**config.mk**
```make
export PLATFORM = sky130hd
export DESIGN_NAME = prefetch_queue
export DESIGN_NICKNAME = d
export VERILOG_FILES = /design/src/rtl/prefetch_queue.sv
export SDC_FILE = /design/constraint.sdc
export NUM_CORES = 1
export LEC_CHECK = 0
export BUFFER_PORTS_ARGS = -buffer_cell sky130_fd_sc_hd__buf_2
export CAP_MARGIN = 15
export CORE_UTILIZATION = 35
export DETAILED_ROUTE_END_ITERATION = 7
export SLEW_MARGIN = 20
export SYNTH_ARGS = -nofsm -noshare
export SYNTH_HDL_FRONTEND = slang
export SYNTH_SLANG_ARGS = --single-unit
```
**constraint.sdc**
```tcl
create_clock -name clk -period 2.5 [get_ports clk]
set_input_delay 0.5 -clock clk [delete_from_list [all_inputs] [get_ports clk]]
set_output_delay 0.5 -clock clk [all_outputs]
set_load 0.01 [all_outputs]
```
**src/rtl/prefetch_queue.sv**
```systemverilog
module prefetch_queue #(
  parameter int DEPTH = 6,
  parameter int DW    = 8,
  parameter int FB    = 2,
  parameter int OFF_W = 16,
  localparam int CW   = $clog2(DEPTH + 1),
  localparam int PW   = $clog2(DEPTH)
) (
  input  logic             clk,
  input  logic             rst_n,
  input  logic             flush_i,
  input  logic [OFF_W-1:0] flush_off_i,
  input  logic             gnt_i,
  input  logic             rsp_valid_i,
  input  logic [DW*FB-1:0] rsp_data_i,
  input  logic             rsp_tag_i,
  input  logic             pop_i,
  output logic             req_o,
  output logic [OFF_W-1:0] req_off_o,
  output logic             req_tag_o,
  output logic [DW-1:0]    pop_data_o,
  output logic             pop_valid_o,
  output logic             stall_o,
  output logic [CW-1:0]    count_o
);

  localparam logic [CW-1:0]    FILL_MAX = CW'(DEPTH - FB);
  localparam logic [CW-1:0]    FB_C     = CW'(FB);
  localparam logic [OFF_W-1:0] STEP     = OFF_W'(FB);

  logic [DW-1:0]    mem [DEPTH];
  logic [PW-1:0]    rd_q, wr_q, rd_nxt, wr_nxt;
  logic [PW-1:0]    wr_idx [FB];
  logic [CW-1:0]    cnt_q;
  logic [OFF_W-1:0] off_q;
  logic             epoch_q, pend_q;
  logic             do_push, do_pop;

  assign do_push = rsp_valid_i && pend_q && (rsp_tag_i == epoch_q) && !flush_i;
  assign do_pop  = pop_i && (cnt_q != '0) && !flush_i;

  assign req_o       = !pend_q && !flush_i && (cnt_q <= FILL_MAX);
  assign req_off_o   = off_q;
  assign req_tag_o   = epoch_q;
  assign pop_data_o  = mem[rd_q];
  assign pop_valid_o = (cnt_q != '0);
  assign stall_o     = pop_i && (cnt_q == '0);
  assign count_o     = cnt_q;

  for (genvar i = 0; i < FB; i++) begin : g_widx
    assign wr_idx[i] = (32'(wr_q) + i >= DEPTH) ? PW'(32'(wr_q) + i - DEPTH)
                                                : PW'(32'(wr_q) + i);
  end

  assign wr_nxt = (32'(wr_q) + FB >= DEPTH) ? PW'(32'(wr_q) + FB - DEPTH)
                                            : PW'(32'(wr_q) + FB);
  assign rd_nxt = (rd_q == PW'(DEPTH - 1)) ? '0 : rd_q + PW'(1);

  always_ff @(posedge clk) begin
    if (do_push) begin
      for (int i = 0; i < FB; i++) mem[wr_idx[i]] <= rsp_data_i[i*DW +: DW];
    end
  end

  always_ff @(posedge clk) begin
    if (!rst_n) begin
      rd_q    <= '0;
      wr_q    <= '0;
      cnt_q   <= '0;
      off_q   <= '0;
      epoch_q <= 1'b0;
      pend_q  <= 1'b0;
    end else if (flush_i) begin
      rd_q    <= '0;
      wr_q    <= '0;
      cnt_q   <= '0;
      off_q   <= flush_off_i;
      epoch_q <= !epoch_q;
      pend_q  <= 1'b0;
    end else begin
      if (do_push) wr_q <= wr_nxt;
      if (do_pop)  rd_q <= rd_nxt;
      cnt_q <= cnt_q + (do_push ? FB_C : '0) - (do_pop ? CW'(1) : '0);
      if (req_o && gnt_i) begin
        off_q  <= off_q + STEP;
        pend_q <= 1'b1;
      end else if (do_push) begin
        pend_q <= 1'b0;
      end
    end
  end

endmodule


```
Word level (Yosys, flattened, before mapping)
Memories as Yosys holds them, arrays and structs flattened. A register that Yosys moved wholly into a read port is not among the register bits.
Index checks and enable logic that the tools add are counted.
W data, S select, Z words.
{ "op_classes": {"mul": 0, "n_div": 0, "shift": 0, "mux": 14, "n_bitwise": 1, "n_lt_le_gt_ge": 4, "add_sub_neg": 9, "eq_ne": 2, "reduce_logical": 17} }
{ "ops": {"columns": ["cell", "n"], "rows": [
  ["$mux W16", 2],
  ["$mux W3", 6],
  ["$add A16 B2 Y16 const B", 1],
  ["$logic_and A1 B1 Y1", 9],
  ["$sub A3 B3 Y3 const B", 3],
  ["$ge A4 B3 Y1 const B", 2],
  ["$mux W1", 5],
  ["$add A3 B1 Y4 const B", 1],
  ["$add A3 B2 Y4 const B", 1],
  ["$reduce_bool A2 Y1", 2],
  ["$add A3 B1 Y3 const B", 1],
  ["$add A3 B2 Y3", 1],
  ["$eq A3 B3 Y1 const B", 1],
  ["$ge A3 B3 Y1 const B", 1],
  ["$le A3 B3 Y1 const B", 1],
  ["$logic_not A1 Y1", 3],
  ["$logic_not A3 Y1", 1],
  ["$reduce_bool A3 Y1", 1],
  ["$sub A3 B1 Y3", 1],
  ["$mux W2", 1],
  ["$reduce_or A2 Y1", 1],
  ["$eq A1 B1 Y1", 1],
  ["$not A1 Y1", 1]
]} }
{ "totals": {"romBits": 0, "ram_bits": 48, "output_inout_bits": 31, "n_memories": 1, "register_bits": 27, "input_bits": 39, "latchBits": 0} }
{ "memory_table": {"columns": ["name", "words", "width", "read_ports", "rd_clocked_by_memory_dff", "wr", "line", "source"], "rows": [
  ["mem", 6, 8, 1, 1, 2, "31", "logic [DW-1:0] mem [DEPTH];"]
]} }

Depth between registers and ports, before layout
{ "logic_depth": {"depth_word": 6, "ltp_mapped": 8, "mapped_depth_nobuf": 8} }

Worst setup path after synthesis
OpenSTA, ideal clock, no wires.
{ "synth_path": {"path_kind": "input to register", "start": "in rsp_tag_i", "end": "mem mem[2][0] (enable)", "setup_ns": 0.389, "n_path_buf": 0, "stages": 3, "slack_ns": 0.459, "arrival_time_ns": 1.653, "cell_sequence": "xnor2_1 > nand4_1 > nor2_1"} }
{ "synth_lines": {"columns": ["element", "line", "source"], "rows": [
  ["start: declaration", "16", "input logic rsp_tag_i,"],
  ["end: declaration", "31", null]
]} }

==> results.cfg <==
[power_and_ir_drop]
worst_ir_drop_vdd_mv = 0.329
netSwitchingPower_uw = 565
power_frac_seq_pct = 51.7
power.static_leakage_uw = 0.00152
swShare_pct = 20.9
p_per_area_nw_per_um2 = 662
power.total_uw = 2710
power.combinational.fraction_pct = 6.1
clock_power_share_pct = 42.2
p_int_uw = 2140

[timing]
final-setup-viol-count = 0
hold_violations_final = 0
final-max-slew-violation-count = 0
setup_total_negative_slack_ns = 0
timing_worst_slew_pin_value_ns = 0.572
final_min_period_over_clock_period_pct = 93.1
final.hold.worst_slack_ns = 0.356
slew_headroom_pct = 61.8
rsz0062_at_grt = no
peak_freq_mhz = 430
layout_min_cycle_time_ns = 2.33
final.setup_skew_ns = 0.00458

[clocking]
cts.sink_count = 77
post_cts_clock_slew_at_the_launch_and_capture_registers_of_the_worst_setup_and_hold_paths_ns = 0.08
cts-hold-fix-buffers = 0
clock_tree.buffer_depth = 2
clock_insertion_delay_worst_skew_ns = 0.34
cts_resized = 0
htree_num_levels = 3
clock_tree.root_cell = sky130_fd_sc_hd__clkbuf_8
cts_tree = done
cts_setup_buffers = 0
numCtsBuffers = 9

[die]
die-area_um2 = 9900
initial_core_util_pct = 36.0
placement_rows = 35
core_um2 = 9240
chipHeight_um = 99.5
num_io_pins = 70
dieWidth_um = 99.5

[worst_setup_path]
worstSetupEndpointType = output pin
crit_path_max_fanout = 16
crit_required_ns = 2.00
worstSetupStartpointType = flip-flop
timing.critical_path.slowest_stage_cell = sky130_fd_sc_hd__mux4_2
crit_chain = buf_4, mux4_2, nor2_1, a21oi_1, buf_2
timing_worst_setup_path_type = flip-flop to output pin
crit_path_max_incr_delay_ns = 0.54
cp_data_arrival_time_ns = 1.83
reg_to_reg_slack_setup_ns = 0.59

[routing]
wire_per_inst_um = 14.6
remaining_drc_errors = 0
antenna_left = 0
wirelength_um = 6990
vias = 2340
via_per_inst = 4.90
drt_iter0_drc = 82
first_pass_iters = 4

[grt]
grt_usage_pct = 14.8
globalRoute.totalOverflow = 0
largest_net_degree_at_the_start_of_global_routing = 20
grt_pass1_wl_um = 11100
number_of_global_route_vias_before_repair = 2212
grt_antenna_before_repair = 0

[finish]
layout_commonest_cell = sky130_fd_sc_hd__buf_2
final_nets = 392
layout-area-overhead-vs-synth_pct = 22.9
num-fill-cells = 878
most-common-layout-cells = sky130_fd_sc_hd__buf_2 (69), sky130_fd_sc_hd__edfxtp_1 (48), sky130_fd_sc_hd__dfxtp_1 (29)
insertedDiodeCount = 0
drive_above_1_share_pct = 30.1
instances_no_fill = 478
utilization_after_layout_pct = 44.3

[synth]
syn_area_um2 = 3330
ys_ff_latch = 77
syn-num-nets = 315
synth_cell_types = 42
post_synth_main_area_contributors = sky130_fd_sc_hd__edfxtp_1 (43%), sky130_fd_sc_hd__dfxtp_1 (17%), sky130_fd_sc_hd__mux4_2 (5.4%), sky130_fd_sc_hd__ha_1 (3.4%), sky130_fd_sc_hd__mux2i_1 (3.3%)
post_synth.cell_area_avg_um2 = 12.5
synth_seq_area_share_pct = 60.8
synthDominantCellAreaShare_pct = 43.3
yosysWarnings = 0
synthCells = 267
synthDominantAreaCellType = sky130_fd_sc_hd__edfxtp_1

[run]
max-cap-violations = 0

[placed_design]
port_buf_inserts = 69
gp_routability_congestion = 0.828
place.detailed.instances = 462
hpwlAfterDp_um = 4800

[hold_path]
hold_removal_path_class = primary input to flip-flop

[run_status]
outcome = completed
registers in the layout, summed over array words and instances (netlist names), named ones only:
signal and flops:
count_o 3, mem 48, pend_q 1, rd_q 3, req_off_o 16, req_tag_o 1, wr_q 2
final cells by class:
cell class | instances | area [µm²] | share of cell area [%]
flip-flops and latches | 77 | 2020 | 49.4
inverters | 13 | 48.8 | 1.19
clock buffers | 11 | 141 | 3.46
well taps | 129 | 161 | 3.95
multi-input cells | 166 | 1200 | 29.4
clock inverters | 5 | 108 | 2.63
repair buffers | 77 | 405 | 9.91
kinds of logic after synthesis:
kind of cell | synth area share (%)
DFF | 60.8
muxes | 8.73
AOI/OAI and AO/OA | 9.97
adders and majority gates | 3.38
and+or+nand+nor | 12.8
xor gates and xnor gates | 1.32
buffers and inverters | 3.05
worst paths after layout:
| kind | startpoint | end | cells past startpoint |
|---|---|---|---|
| max | flip-flop | pop_data_o[0] | 5 |
| min reg2reg | rd_q[1]$_SDFFE_PP0P_ | rd_q[1]$_SDFFE_PP0P_ | 2 |
| min | rsp_data_i[15] | mem[3][7]$_DFFE_PP_ | 1 |
| max reg2reg | req_off_o[1]$_SDFFE_PN0P_ | req_off_o[13]$_SDFFE_PN0P_ | 5 |
power by group through the flow:
| stage | sequential [µW] | clock (µW) | combinational [µW] |
|---|---|---|---|
| floorplan | 1430 | 0 | 77.1 |
| global placement | 1430 | 0 | 166 |
| detailed placement | 1430 | 0 | 169 |
| CTS | 1400 | 1180 | 169 |
| global route | 1400 | 1230 | 186 |
| finish | 1400 | 1140 | 166 |
layer usage:
layer / vias up / GRT usage [%] / share of wire [%]
li1: 1160 / - / -
met1: 1094 / 18.8 / 47
met2: 79 / 25.3 / 48
met3: 7 / 2.95 / 4.7
met4: 0 / 5.20 / 0.90
met5: - / 0 / 0
cells in the mapped netlist:
| cell type | n |
|---|---|
| sky130_fd_sc_hd__buf_6 | 1 |
| sky130_fd_sc_hd__a221oi_1 | 1 |
| sky130_fd_sc_hd__and2_1 | 1 |
| sky130_fd_sc_hd__or4_1 | 2 |
| sky130_fd_sc_hd__nor3_1 | 4 |
| sky130_fd_sc_hd__xor2_1 | 1 |
| sky130_fd_sc_hd__clkinv_1 | 1 |
| sky130_fd_sc_hd__a211oi_1 | 4 |
| sky130_fd_sc_hd__dfxtp_1 | 29 |
| sky130_fd_sc_hd__a22oi_1 | 2 |
| sky130_fd_sc_hd__nand4b_1 | 2 |
| sky130_fd_sc_hd__or3_1 | 8 |
| sky130_fd_sc_hd__o21a_1 | 6 |
| sky130_fd_sc_hd__buf_2 | 3 |
| sky130_fd_sc_hd__a2bb2oi_1 | 1 |
| sky130_fd_sc_hd__xnor2_1 | 4 |
| sky130_fd_sc_hd__edfxtp_1 | 48 |
| sky130_fd_sc_hd__nor4_2 | 1 |
| sky130_fd_sc_hd__a22o_1 | 1 |
| sky130_fd_sc_hd__a311oi_1 | 3 |
| sky130_fd_sc_hd__and3_1 | 7 |
| sky130_fd_sc_hd__or3b_2 | 1 |
| sky130_fd_sc_hd__o21bai_1 | 1 |
| sky130_fd_sc_hd__nand2_1 | 11 |
| sky130_fd_sc_hd__ha_1 | 9 |
| sky130_fd_sc_hd__a31oi_1 | 7 |
| sky130_fd_sc_hd__buf_1 | 1 |
| sky130_fd_sc_hd__nor2_1 | 27 |
| sky130_fd_sc_hd__o211ai_1 | 1 |
| sky130_fd_sc_hd__nand4_1 | 5 |
| sky130_fd_sc_hd__mux4_2 | 8 |
| sky130_fd_sc_hd__nand3_1 | 9 |
| sky130_fd_sc_hd__nor4_1 | 1 |
| sky130_fd_sc_hd__inv_1 | 12 |
| sky130_fd_sc_hd__o21ba_2 | 2 |
| sky130_fd_sc_hd__and4_1 | 1 |
| sky130_fd_sc_hd__or3b_4 | 1 |
| sky130_fd_sc_hd__clkbuf_1 | 6 |
| sky130_fd_sc_hd__o21ai_0 | 8 |
| sky130_fd_sc_hd__mux2i_1 | 11 |
| sky130_fd_sc_hd__a21oi_1 | 14 |
| sky130_fd_sc_hd__or2_1 | 1 |
critical path, delay by kind of cell (launching register included):
family          cells  cell delay (ns)
flops               1             0.32
mux                 1             0.54
simple gates        1             0.10
buf+inv             2             0.47
compound gates      1             0.06
stage by stage:
| stage | instance area (µm²) | setup slack (ns) |
|---|---|---|
| after floorplan | 3330 | 0.459 |
| after global placement | 3840 | 0.387 |
| after detailed placement | 3840 | 0.351 |
| after CTS | 4090 | 0.117 |
| after global routing | 4090 | 0.0440 |
| final | 4090 | 0.173 |
(Power assumes the default switching activity.)
